==> src/rtl/dac_bank_pkg.sv <==
// Shared sizing for the reference code bank.
// Assumes one common-voltage channel at index 0 followed by the gamma channels.
package dac_bank_pkg;
    localparam int CODE_W = 8;
    localparam int NUM_CH = 11;
    localparam int ADDR_W = 8;
    localparam logic [ADDR_W-1:0] STBY_ADDR = 8'h51;
endpackage

==> src/rtl/dac_ld_sync.sv <==
// Synchronizes the asynchronous load pin into the clock domain.
// Assumes the pin stays at each level for more than STAGES clock cycles.
module dac_ld_sync #(
    parameter int STAGES = 2
) (
    input  logic clk,
    input  logic rst_n,
    input  logic pin_in,
    output logic level_s
);
    logic [STAGES-1:0] chain;

    // shift the pin through the flop chain; reset to low (hold mode)
    always_ff @(posedge clk) begin
        if (!rst_n) chain <= '0;
        else        chain <= {chain[STAGES-2:0], pin_in};
    end

    assign level_s = chain[STAGES-1];
endmodule

==> src/rtl/dac_first_rank.sv <==
// First-rank code registers plus the standby register, with the write decode and the read mux.
// Assumes STBY_ADDR lies outside 0..NUM_CH-1.
module dac_first_rank
    import dac_bank_pkg::*;
#(
    parameter int N  = NUM_CH,
    parameter int CW = CODE_W,
    parameter int AW = ADDR_W
) (
    input  logic                 clk,
    input  logic                 rst_n,
    input  logic                 wr_en,
    input  logic [AW-1:0]        wr_addr,
    input  logic [CW-1:0]        wr_data,
    input  logic [AW-1:0]        rd_addr,
    output logic [CW-1:0]        rd_data,
    output logic [N-1:0][CW-1:0] pend,
    output logic                 stby
);
    localparam logic [AW-1:0] LAST_CH = AW'(N - 1);

    genvar gi;
    generate
        for (gi = 0; gi < N; gi++) begin : g_ch
            // store a code when its own address is written
            always_ff @(posedge clk) begin
                if (!rst_n)                                pend[gi] <= '0;
                else if (wr_en && wr_addr == AW'(gi))      pend[gi] <= wr_data;
            end
        end
    endgenerate

    // standby bit is bit 0 of its control register
    always_ff @(posedge clk) begin
        if (!rst_n)                              stby <= 1'b0;
        else if (wr_en && wr_addr == STBY_ADDR)  stby <= wr_data[0];
    end

    // read mux: channel codes, standby register, zero elsewhere
    always_comb begin
        rd_data = '0;
        for (int i = 0; i < N; i++)
            if (rd_addr == AW'(i)) rd_data = pend[i];
        if (rd_addr == STBY_ADDR) rd_data = {{(CW-1){1'b0}}, stby};
    end


    undecoded_write_chk: assert property (@(posedge clk) disable iff (!rst_n)
        (wr_en && wr_addr > LAST_CH && wr_addr != STBY_ADDR) |=> ($stable(pend) && $stable(stby)));


    write_lands_chk: assert property (@(posedge clk) disable iff (!rst_n)
        (wr_en && wr_addr <= LAST_CH) |=> (rd_addr != $past(wr_addr) || rd_data == $past(wr_data)));
endmodule

==> src/rtl/dac_second_rank.sv <==
// Second rank: transparent while the synchronized load level is high, holding while it is low.
// A rising level hands the first-rank codes to all channels in one cycle.
// Assumes level_s is already synchronous to clk.
module dac_second_rank
    import dac_bank_pkg::*;
#(
    parameter int N  = NUM_CH,
    parameter int CW = CODE_W
) (
    input  logic                 clk,
    input  logic                 rst_n,
    input  logic                 level_s,
    input  logic [N-1:0][CW-1:0] pend,
    output logic [N-1:0][CW-1:0] applied
);
    logic [N-1:0][CW-1:0] held;

    // track the first rank while transparent so a falling level freezes the last value
    always_ff @(posedge clk) begin
        if (!rst_n)       held <= '0;
        else if (level_s) held <= pend;
    end

    // flow-through path while the level is high
    assign applied = level_s ? pend : held;


    hold_while_low_chk: assert property (@(posedge clk) disable iff (!rst_n)
        (!level_s && $past(!level_s)) |-> $stable(applied));
endmodule

==> src/rtl/dac_code_bank.sv <==
// Top of the double-buffered reference code bank: write port, load timing and output enable gating.
// Assumes thermal_fault is glitch-free; it gates the common-voltage enable combinationally.
module dac_code_bank
    import dac_bank_pkg::*;
#(
    parameter int N  = NUM_CH,
    parameter int CW = CODE_W,
    parameter int AW = ADDR_W
) (
    input  logic            clk,
    input  logic            rst_n,
    input  logic            wr_en,
    input  logic [AW-1:0]   wr_addr,
    input  logic [CW-1:0]   wr_data,
    input  logic [AW-1:0]   rd_addr,
    output logic [CW-1:0]   rd_data,
    input  logic            load_in,
    input  logic            thermal_fault,
    output logic [N*CW-1:0] dac_code,
    output logic [N-1:0]    out_en
);
    logic                 level_s;
    logic                 stby;
    logic [N-1:0][CW-1:0] pend;
    logic [N-1:0][CW-1:0] applied;

    dac_ld_sync #(.STAGES(2)) u_sync (
        .clk(clk), .rst_n(rst_n), .pin_in(load_in), .level_s(level_s)
    );

    dac_first_rank #(.N(N), .CW(CW), .AW(AW)) u_first (
        .clk(clk), .rst_n(rst_n), .wr_en(wr_en), .wr_addr(wr_addr), .wr_data(wr_data),
        .rd_addr(rd_addr), .rd_data(rd_data), .pend(pend), .stby(stby)
    );

    dac_second_rank #(.N(N), .CW(CW)) u_second (
        .clk(clk), .rst_n(rst_n), .level_s(level_s), .pend(pend), .applied(applied)
    );

    assign dac_code = applied;

    genvar gi;
    generate
        for (gi = 0; gi < N; gi++) begin : g_en
            if (gi == 0) begin : g_vcom
                // common-voltage buffer: off in standby or on thermal fault
                assign out_en[gi] = ~stby & ~thermal_fault;
            end else begin : g_gamma
                // gamma buffers: off only in standby
                assign out_en[gi] = ~stby;
            end
        end
    endgenerate


    standby_all_off_chk: assert property (@(posedge clk) disable iff (!rst_n)
        (rd_addr == STBY_ADDR && rd_data[0]) |-> (out_en == '0));


    thermal_vcom_only_chk: assert property (@(posedge clk) disable iff (!rst_n)
        (thermal_fault && out_en[1]) |-> (!out_en[0] && (&out_en[N-1:1])));


    transparent_follow_chk: assert property (@(posedge clk) disable iff (!rst_n)
        ($past(load_in) && load_in && $past(load_in, 2) && rd_addr < AW'(N))
        |-> (rd_data == dac_code[CW*rd_addr[3:0] +: CW]));
endmodule

==> config.mk <==
export PLATFORM = sky130hd
export DESIGN_NAME = dac_code_bank
export DESIGN_NICKNAME = d
export VERILOG_FILES = /design/src/rtl/dac_bank_pkg.sv /design/src/rtl/dac_ld_sync.sv /design/src/rtl/dac_first_rank.sv /design/src/rtl/dac_second_rank.sv /design/src/rtl/dac_code_bank.sv
export SDC_FILE = /design/constraint.sdc
export NUM_CORES = 1
export LEC_CHECK = 0
export ABC_AREA = 1
export BUFFER_PORTS_ARGS = -buffer_cell sky130_fd_sc_hd__buf_4
export CAP_MARGIN = 5
export CORE_ASPECT_RATIO = 0.5
export CORE_MARGIN = 3
export CORE_UTILIZATION = 26
export CTS_CLUSTER_DIAMETER = 80
export CTS_CLUSTER_SIZE = 16
export DETAILED_ROUTE_END_ITERATION = 10
export GPL_TIMING_DRIVEN = 0
export PLACE_DENSITY = 0.41
export SETUP_SLACK_MARGIN = 0.3
export SLEW_MARGIN = 25
export SYNTH_ARGS = -nofsm -noshare
export SYNTH_HDL_FRONTEND = slang
export SYNTH_SLANG_ARGS = --single-unit
export TNS_END_PERCENT = 5
==> constraint.sdc <==
create_clock -name clk -period 2.3 [get_ports clk]
set_input_delay 0.23 -clock clk [delete_from_list [all_inputs] [get_ports clk]]
set_output_delay 0.23 -clock clk [all_outputs]
set_load 0.05 [all_outputs]
## After elaboration in Yosys (flattened, before gate mapping)

Index checks and enable logic that the tools add are counted.

| cells by class | value |
|---|---|
| equal/unequal tests | 22 |
| muxes and demuxes | 13 |
| bitwise logic cells | 3 |
| reductions and logical operators | 14 |

Operators by type and width:

| kind | number |
|---|---|
| $mux 8 | 12 |
| $mux 88 | 1 |
| $eq 8x3->1 const B | 8 |
| $eq 8x4->1 const B | 6 |
| $eq 8x2->1 const B | 4 |
| $eq 8x1->1 const B | 2 |
| $eq 8x7->1 const B | 2 |
| $logic_not 8->1 | 2 |
| $logic_and 1x1->1 | 12 |
| $not 1->1 | 2 |
| $and 1x1->1 | 1 |

| word-level totals | value |
|---|---|
| bits in registers | 179 |
| output and inout bits | 107 |
| word-level logic and storage cells | 76 |

## Longest topological paths before layout

Gate-level depths: netlist of the first run.

| logic depth | value |
|---|---|
| depth in word-level cells | 13 |
| mapped depth | 13 |
| gate-level depth less buffers | 12 |

## Modules after synthesis

A second synthesis of the first run with hierarchy kept.

| unflattened totals | value |
|---|---|
| cell total of the unflattened synthesis | 1306 |
| area, all modules | 8499.4 um2 |

By module, submodules not included:

| module | instances | cells each | area an instance (um2) |
|---|---|---|---|
| dac_second_rank | 1 | 734 | 4232.8 |
| dac_first_rank | 1 | 555 | 4136.5 |
| dac_code_bank | 1 | 11 | 75.1 |
| dac_ld_sync | 1 | 6 | 55.1 |

## Worst setup path before layout of the first run

Ideal clock, no wire load.

| timing path | value |
|---|---|
| path type | input to output |
| start point | in rd_addr[4] |
| end point | out rd_data[6] |
| data arrival time | 1491 ps |
| required time | 2070 ps |
| setup slack | 579 ps |
| stages on the path | 10 |
| path buffers | 1 |
| path through | nor2_1 nand2_2 inv_2 buf_2 nand3_1 nand3_1 a21oi_1 nand4_1 nand2_1 nand4_1 |

| between the ends | value |
|---|---|
| longest elaborated chain between the ends | 13 |
| elaborated cells on any way between the ends | 24 |

RTL lines:

| item | line | text |
|---|---|---|
| start: declaration | dac_code_bank.sv:15 | `input logic [AW-1:0] rd_addr,` |
| $logic_not 8->1 | dac_first_rank.sv:43 | `if (rd_addr == AW'(i)) rd_data = pend[i];` |
| $mux 8 (11 in series) | dac_first_rank.sv:43 |  |
| $mux 8 * | dac_first_rank.sv:44 | `if (rd_addr == STBY_ADDR) rd_data = {{(CW-1){1'b0}}, stby};` |
| end: declaration | dac_code_bank.sv:16 | `output logic [CW-1:0] rd_data,` |

Every way passes the cells marked *; elsewhere a longest branch is shown, timed or not.

## Worst setup path after layout of the first run

| timing path | value |
|---|---|
| start point | in rd_addr[7] |
| end point | out rd_data[4] |

The elaborated chain is that of the path after synthesis.

==> metrics.yaml, run 1 <==
dp_hpwl_mm: 22.6
grt_pass1_vias: 7151
reg2reg_from: "u_sync.chain[1]"
p_per_area_nw_per_um2: 657
syn_area_per_cell_um2: 7.22
yosys_warnings: 0
setup-violations-final: 0
whs_path_depth: 3
vdd_ir_drop_max_v: 0.000521
syn2layout_area_growth_pct: 34.8
drt_pass1_iterations: 5
cts_buffers: 17
ant_nets: 0
fin_crit_sh: 0.882
status: "finished, final reports clean"
required_ns: 2.07
busiest_layer: "met2"
ys_types: 30
finalClockSkew_ns: 0.00860
synth_seq_cells: 179
p_leak_uw: 0.00458
fin_crit_ns: 2.03
n_fill_cell: 2991
drive_above_1_share: 0.256
rsz0062_at_grt: "true"
start_util: 0.268
drc: 0
worst_pin_slew_ns: 1.09
grt_max_degree: 17
diodes: 0
rr_worst_depth: 6
synth.most_common_cell: "nand2_1"
fmax_ghz: 0.493
cp-end-kind: "primary output"
port_buffers: 135
avgViaCountPerCell: 4.69
clkLatencyLatePin_ns: 0.45
yosysTopAreaCell: "dfxtp_1"
use_met2: 0.286
final_core_util: 0.361
reg2reg_to: "u_second.held[72]"
cts-root-buf: "clkbuf_16"
wl_mm: 30.0
ys_seq_area_frac: 0.476
gp_congestion: 0.973
cp_max_fo: 8
max-clock-path-buffers: 2
synth_nets: 1071
start_kind: "input pin"
drt_iter0_markers: 506
drv_slew: 0
grt_usage: 0.193
dieArea_um2: 31100
grt_pass1_wl_mm: 44.0
clk_pin_slew_ns: 0.06
cts_tree: "yes"
synth_flop_cell: "dfxtp_1"
maxCapViolations: 0
wl_per_cell_um: 18.8
die_h_um: 126
synth_area_leaders: "dfxtp_1, nand2_1, a21oi_1"
hp-start: "wr_data[5]"
syn_area_um2: 7520
max_slew_margin: 0.276
synth_commonest_cells: "nand2_1, dfxtp_1, a21oi_1"
coreArea_um2: 28100
synth-edff-count: 0
synth_cells: 1042
crit_arrival_ns: 1.80
tns_ns: 0
use_met1: 0.284
hold_path_class: "input pin to register"
clock-sinks: 179
worst-setup-path-type: "input pin to primary output"
die_width_um: 247
grt_overflow: 0
grtUsageMet3: 0.0347
num_io_pins: 136
min_to: "u_first.pend[13]"
async_flop_share: 0
hold_viol: 0
final_nets: 1231
grt_antenna_before_repair: 0
fp-row-count: 43
htreeDepth: 4
synth_top_area_frac: 0.476
vias: 7495
rrSetupSlack_ns: 1.06
==> sequential cells by signal, summed over array words and instances (netlist names) <==
| name | count |
|---|---|
| u_first.pend | 88 |
| u_first.stby | 1 |
| u_second.held | 88 |
| u_sync.chain | 2 |
==> critical path: stages <==
cell and delay, ns:
buf_6 0.10, nor2_4 0.16, nand2_8 0.12, nor2_4 0.16, inv_4 0.08, nor2_4 0.23, a21oi_1 0.10, nand4_1 0.12
nand2_2 0.11, nand3_1 0.09, nand2_1 0.07, inv_1 0.07, buf_6 0.15
==> per-layer routing <==
metal | vias up | wire length [um]
met5 | - | 0
met3 | 34 | 1350
met2 | 168 | 12900
met4 | 0 | 492
met1 | 3585 | 15300
li1 | 3708 | -
==> final cells by class <==
cell class	count	area, um^2	area share
multi-input cells	735	3620	0.357
flip-flops and latches	179	3610	0.356
repair buffers	141	1130	0.112
clock buffers	23	488	0.0481
well taps	382	478	0.0471
plain buffers	69	437	0.0430
inverters	59	229	0.0226
clock inverters	9	150	0.0148
==> cells by family (layout without fill, tap and decap cells) <==
group,Yosys count,count (layout),share of synthesized area
simple gates,468,468,0.266
compound gates,267,267,0.181
flops,179,179,0.476
buf+inv,128,301,0.0768
==> what timing repair did <==
item | CTS | global route
endpoints found under the hold margin | 1 | 0
setup endpoints to repair | 106 | 86
setup buffers | 0 | 5
hold buffers | 1 | 0
gates resized for setup | 38 | 108
pin swaps | 0 | 36
==> cell usage in the layout (no fill, tap or decap), types with 2 or more instances in the layout <==
master,n
bufinv_16,4
or2_2,2
nand3_1,8
nor2_1,28
nand4_1,12
a211oi_1,8
nand3_2,18
a21oi_1,173
buf_1,4
nor3_1,4
nor3_4,2
o21ai_0,76
o21ai_1,5
dfxtp_1,169
inv_2,8
nand2_2,16
nand2_1,337
clkbuf_1,25
buf_2,2
clkbuf_16,17
clkinvlp_4,2
buf_4,144
clkbuf_2,9
nor2_4,21
buf_8,5
inv_1,47
clkbuf_8,5
nor2_2,10
inv_4,3
dfxtp_4,5
or2_0,4
buf_6,20
a21oi_2,3
dfxtp_2,5
clkinv_2,3
==> stage by stage <==
| step | setup WS, ns | std cells | instance area, um^2 | hold slack, ns | power (uW) |
|---|---|---|---|---|---|
| final | 0.272 | 1597 | 10100 | 0.0445 | 6660 |
| after global routing | 0.186 | 1597 | 10100 | 0.0492 | 6870 |
| after CTS | 0.124 | 1592 | 9770 | 0.0329 | 6710 |
| after detailed placement | -0.0160 | 1559 | 9010 | 0.407 | 3500 |
| after global placement | -0.0114 | 1559 | 9010 | 0.402 | 3500 |
| after floorplan | 0.579 | 1042 | 7520 | 0.328 | 3330 |
==> report_power, final <==
part           internal [uW]  total (uW)  switching (uW)
Sequential              3100        3100            4.54
Combinational           91.3         356             264
Clock                   1930        3210            1280
==> worst max-delay path by stage <==
stage | from | endpoint | slack [ns] | depth (start not counted)
6_report | rd_addr[7] | rd_data[4] | 0.27 | 13
5_1_grt | rd_addr[7] | rd_data[4] | 0.19 | 13
4_1_cts | rd_addr[5] | rd_data[7] | 0.12 | 13
3_5_place_dp | u_sync.chain[1] | dac_code[33] | -0.02 | 7
3_3_place_gp | u_sync.chain[1] | dac_code[33] | -0.01 | 7
2_1_floorplan | rd_addr[4] | rd_data[6] | 0.58 | 10
(Power assumes the default switching activity.)
==> run 2, diff against run 1 <==
CTS_BUF_LIST = sky130_fd_sc_hd__clkbuf_4   (was not set)
==> metrics.yaml, run 2 (same netlist as run 1, synthesis figures left out) <==
grt_usage: 0.197  # +0.00363
fp-row-count: 43  # unchanged
grt_pass1_vias: 7350  # +2.8%
required_ns: 2.07  # about the same
dieArea_um2: 31100  # unchanged
rsz0062_at_grt: "true"
setup-violations-final: 0  # unchanged
fin_cells: 1625  # +1.8%
drv_slew: 0  # unchanged
drt_pass1_iterations: 5  # unchanged
p_per_area_nw_per_um2: 489  # -26%
dp_hpwl_mm: 22.6  # unchanged
multi_input_area_um2: 4200  # +16%
cp-end-kind: "primary output"
vdd_ir_drop_max_v: 0.000244  # -53%
hold_path_class: "input pin to register"
fin_crit_ns: 2.24  # +0.210 ns
num_io_pins: 136  # unchanged
p_leak_uw: 0.00487  # +6.2%
critPathTopFamily: "simple AND/OR/NAND/NOR gates"
drt_iter0_markers: 553  # +9.3%
grt_max_degree: 17  # unchanged
hold_viol: 0  # unchanged
dp_slack_ns: -0.0160  # unchanged
drc: 0  # unchanged
worst-setup-path-type: "input pin to primary output"
seq_area_um2: 3620  # +0.31%
port_buffers: 135  # unchanged
fin_crit_sh: 0.973  # +0.0912
start_kind: "input pin"
p_total_uw: 5530  # -17%
cp_max_fo: 10  # +2
cts-root-buf: "clkbuf_4"
grt_antenna_before_repair: 2  # +2
cts_tree: "yes"
grt_pass1_wl_mm: 44.8  # +2.0%
clkLatencyLatePin_ns: 0.62  # +0.17 ns
whs_path_depth: 5  # +2
syn2layout_area_growth_pct: 50.3
worst_pin_slew_ns: 1.11  # +0.0262 ns
avgViaCountPerCell: 4.77  # +1.6%
wl_mm: 30.9  # +2.8%
setup_slack_ns: 0.0620  # -0.210 ns
gp_congestion: 0.973  # unchanged
cpPeakStageDelay_ns: 0.24  # about the same
reg2reg_to: "u_second.held[7]"
dpl_cell_area_um2: 9010  # unchanged
finalInstanceArea_um2: 11300  # +12%
die_h_um: 126  # unchanged
largestRegisters: "u_first.pend x88, u_second.held x88, u_sync.chain x2"
rr_worst_depth: 7  # +1
fmax_ghz: 0.447  # -9.4%
wl_per_cell_um: 19.0  # +1.1%
max-clock-path-buffers: 2  # unchanged
start_util: 0.268  # unchanged
finalClockSkew_ns: 0.0147  # +0.00611 ns
cp_slowest_cell: "clkbuf_4"
coreArea_um2: 28100  # unchanged
final_common_cell: "nand2_1"
min_to: "u_first.pend[15]"
drive_above_1_share: 0.359  # +0.103
critical_path.cell_chain: "buf_4, nor2_1, nand2_2, inv_2, clkbuf_4, nand3_1, nand3_2, nor2_2, nand4_1, nand2_2, nand3_1, nand2_1, inv_1, buf_4"
placed_cells: 1559  # unchanged
die_width_um: 247  # unchanged
clock-sinks: 179  # unchanged
rrSetupSlack_ns: 0.97  # -0.09 ns
maxCapViolations: 0  # unchanged
most-common-layout-cells: "nand2_1, a21oi_1, dfxtp_1"
max_slew_margin: 0.259  # -0.0175
status: "finished, final reports clean"
crit_arrival_ns: 2.01  # +0.21 ns
grt_overflow: 0  # unchanged
clk_pin_slew_ns: 0.14  # +0.08 ns
cp.buffers_inverters: 5  # +1
vias: 7745  # +3.3%
htreeDepth: 4  # unchanged
hp-start: "wr_en"
reg2reg_from: "u_sync.chain[1]"
holdWs_ns: 0.138  # +0.0937 ns
ant_nets: 0  # unchanged
cts_buffers: 17  # unchanged
final_nets: 1258  # +2.2%
n_fill_cell: 2891  # -3.3%
==> run 2: how the worst max path moves through the flow <==
stage / end / start / slack, ns / depth (start not counted)
4_1_cts: rd_data[5] / u_first.pend[5] / 0.06 / 9
3_5_place_dp: dac_code[33] / u_sync.chain[1] / -0.02 / 7
5_1_grt: rd_data[4] / u_first.pend[12] / -0.02 / 9
2_1_floorplan: rd_data[6] / rd_addr[4] / 0.58 / 10
3_3_place_gp: dac_code[33] / u_sync.chain[1] / -0.01 / 7
6_report: rd_data[2] / rd_addr[5] / 0.06 / 14
==> run 2: through the flow <==
step	util	setup TNS, ns
6_report	0.403	0
5_1_grt	0.403	-0.0434
4_1_cts	0.355	0
3_5_place_dp	0.321	-0.0413
3_3_place_gp	0.321	-0.0364
2_1_floorplan	-	0
==> run 2: worst reg2reg max path, delay by kind of cell (launching register included) <==
kind	cells	cell delay, ns
DFF	1	0.37
buffers and inverters	5	0.72
AOI/OAI and AO/OA	1	0.04
and+or+nand+nor	1	0.07
==> run 2: per-layer routing <==
layer	vias to the layer above	wire length, um	GRT usage
met5	-	13	0
met4	2	474	0.0486
met3	34	1520	0.0460
met2	177	13600	0.291
met1	3772	15300	0.286
li1	3760	-	-
==> run 2: final cells by class <==
cell class | instances | area share
diodes | 1 | 0.000221
clock inverters | 13 | 0.0146
well taps | 382 | 0.0423
repair buffers | 168 | 0.163
multi-input cells | 735 | 0.371
plain buffers | 69 | 0.0544
flip-flops and latches | 179 | 0.320
clock buffers | 19 | 0.0126
inverters | 59 | 0.0221
==> run 2: repair_timing <==
action	in CTS	in global routing
hold buffers	10	0
setup buffers	17	4
pin swaps	24	47
cloned	2	0
endpoints found under the setup margin	115	105
resized for setup	121	388
hold endpoints to repair	10	0
==> run 2: power by group <==
part           switching [uW]  internal (uW)
registers                4.74           3100
clock network            1140            866
logic                     289            135
total                    1430           4100
==> run 3, diff against run 2 <==
CORE_MARGIN = not set   (was 3)
CORE_UTILIZATION = 35   (was 26)
PLACE_DENSITY = 0.52   (was 0.41)
SLEW_MARGIN = not set   (was 25)
==> metrics.yaml, run 3 (same netlist as run 1, synthesis figures left out) <==
status: "finished, final reports clean"
worst_pin_slew_ns: 1.06  # -0.0504 ns
grt_antenna_before_repair: 1  # -1
most-common-layout-cells: "a21oi_1, nand2_1, dfxtp_1"
p_per_area_nw_per_um2: 468  # -4.3%
dp_hpwl_mm: 21.4  # -5.3%
largestRegisters: "u_first.pend x88, u_second.held x88, u_sync.chain x2"
final_core_util: 0.586  # +0.183
cp_max_fo: 2  # -8
seq_area_um2: 3620  # about the same
final_nets: 1249  # -0.72%
multi_input_area_um2: 4950  # +18%
coreArea_um2: 20800  # -26%
power_switching_share: 0.262  # +0.00345
required_ns: 2.07  # about the same
avgViaCountPerCell: 5.22  # +9.4%
seqPwrFrac: 0.545  # -0.017
power.switching_uw: 1490  # +4.4%
clkLatencyLatePin_ns: 0.65  # +0.03 ns
grt_pass1_vias: 7590  # +3.3%
drt-met1-wl_mm: 14.7  # -3.6%
worst-setup-path-type: "register to primary output"
fin_crit_sh: 0.984  # +0.0108
grt_usage: 0.278  # +0.0813
vdd_ir_drop_max_v: 0.000389  # +59%
drt_iter0_markers: 399  # -28%
wl_met3_mm: 1.66  # +9.3%
max_slew_margin: 0.292  # +0.0336
clockPowerShare: 0.375  # +0.013
num_io_pins: 136  # unchanged
syn2layout_area_growth_pct: 61.9
wl_met2_mm: 13.2  # -2.7%
start_util: 0.362  # +0.0941
cts-root-buf: "clkbuf_4"
drc: 0  # unchanged
htreeDepth: 4  # unchanged
vias: 7860  # +1.5%
power_frac_comb: 0.081  # +0.004
cts_tree: "yes"
clk_pin_slew_ns: 0.14  # about the same
fp-row-count: 37  # -14%
highest_layer: "met4"
cts_buffers: 17  # unchanged
hold_viol: 0  # unchanged
drt_pass1_iterations: 4  # -1
hold_path_class: "input pin to register"
grt_overflow: 0  # unchanged
cellInternalPower_uw: 4210  # +2.6%
fin_crit_ns: 2.26  # +0.0249 ns
crit_arrival_ns: 2.03  # +0.02 ns
n_fill_cell: 1870  # -35%
setup-violations-final: 0  # unchanged
die_width_um: 209  # -15%
finalClockSkew_ns: 0.0162  # +0.00148 ns
max-clock-path-buffers: 2  # unchanged
drv_slew: 0  # unchanged
ant_nets: 0  # unchanged
port_buffers: 135  # unchanged
rsz0062_at_grt: "true"
p_total_uw: 5700  # +3.1%
grt_pass1_wl_mm: 44.9  # about the same
drive_above_1_share: 0.391  # +0.0318
start_kind: "register"
wl_mm: 30.3  # -1.7%
gp_congestion: 0.914  # -6.0%
grt_max_degree: 17  # unchanged
dieArea_um2: 22100  # -29%
maxCapViolations: 0  # unchanged
final_common_cell: "a21oi_1"
cp-end-kind: "primary output"
fmax_ghz: 0.442  # -1.1%
die_h_um: 106  # -16%
wl_per_cell_um: 20.1  # +6.0%
tns_ns: 0  # unchanged
p_leak_uw: 0.00510  # +4.8%
clock-sinks: 179  # unchanged
[run 3: cell count changes in the layout (fill, tap and decap cells not counted), moves of 18 or more]
cell / delta
nand2_2: -39
nand2_1: -54
buf_8: +38
nand2_4: +75
nand2_8: +18
buf_6: -38
[run 3: final cells by class]
class,count,area share
plain buffers,69,0.0598
repair buffers,159,0.160
multi-input cells,735,0.407
diodes,1,0.000205
well taps,273,0.0280
clock buffers,17,0.0105
flip-flops and latches,179,0.297
inverters,59,0.0205
clock inverters,15,0.0175
[run 3: path summary, 6_finish.rpt]
check             depth (start not counted)               end  slack [ns]        startpoint
setup / recovery                          7        rd_data[6]        0.04  u_first.pend[22]
hold / removal                            6   u_first.pend[8]        0.11        wr_addr[2]
hold reg to reg                           2   u_sync.chain[1]        0.43   u_sync.chain[0]
setup reg to reg                          7  u_second.held[7]        0.92   u_sync.chain[1]
[run 3: critical path: stages, from the launching register on]
cell and delay, ns:
dfxtp_4 0.37, nand3_1 0.09, nand3_2 0.10, a21oi_4 0.18, nand4_1 0.15, nand2_1 0.10
nand4_1 0.17, buf_6 0.22
[run 3: power by group through the flow]
stage	Clock [uW]	Combinational, uW	Sequential [uW]
floorplan	0	153	3180
global placement	0	317	3180
detailed placement	0	319	3180
CTS	2170	433	3110
global route	2320	480	3110
finish	2140	459	3110
[run 3: metrics by stage]
stage          std cells  area, um^2  setup slack [ns]  hold WS [ns]
6_report            1507       12200            0.0371         0.115
5_1_grt             1507       12200           -0.0837         0.115
4_1_cts             1502       11300          -0.00747        0.0686
3_5_place_dp        1450        8880            0.0365         0.409
3_3_place_gp        1450        8880            0.0307         0.402
2_1_floorplan       1042        7520             0.579         0.328
[run 3: routing by layer]
metal / track usage / up-vias
met5: 0 / -
met4: 0.105 / 0
met3: 0.0575 / 46
met2: 0.414 / 208
met1: 0.393 / 3846
li1: - / 3760
[run 3: what timing repair did]
item,4_1_cts,5_1_grt
gates cloned,1,0
hold endpoints to repair,10,0
buffers inserted,9,4
endpoints found under the setup margin,96,96
gates resized for setup,533,162
hold buffers,10,0
pin swaps,79,131
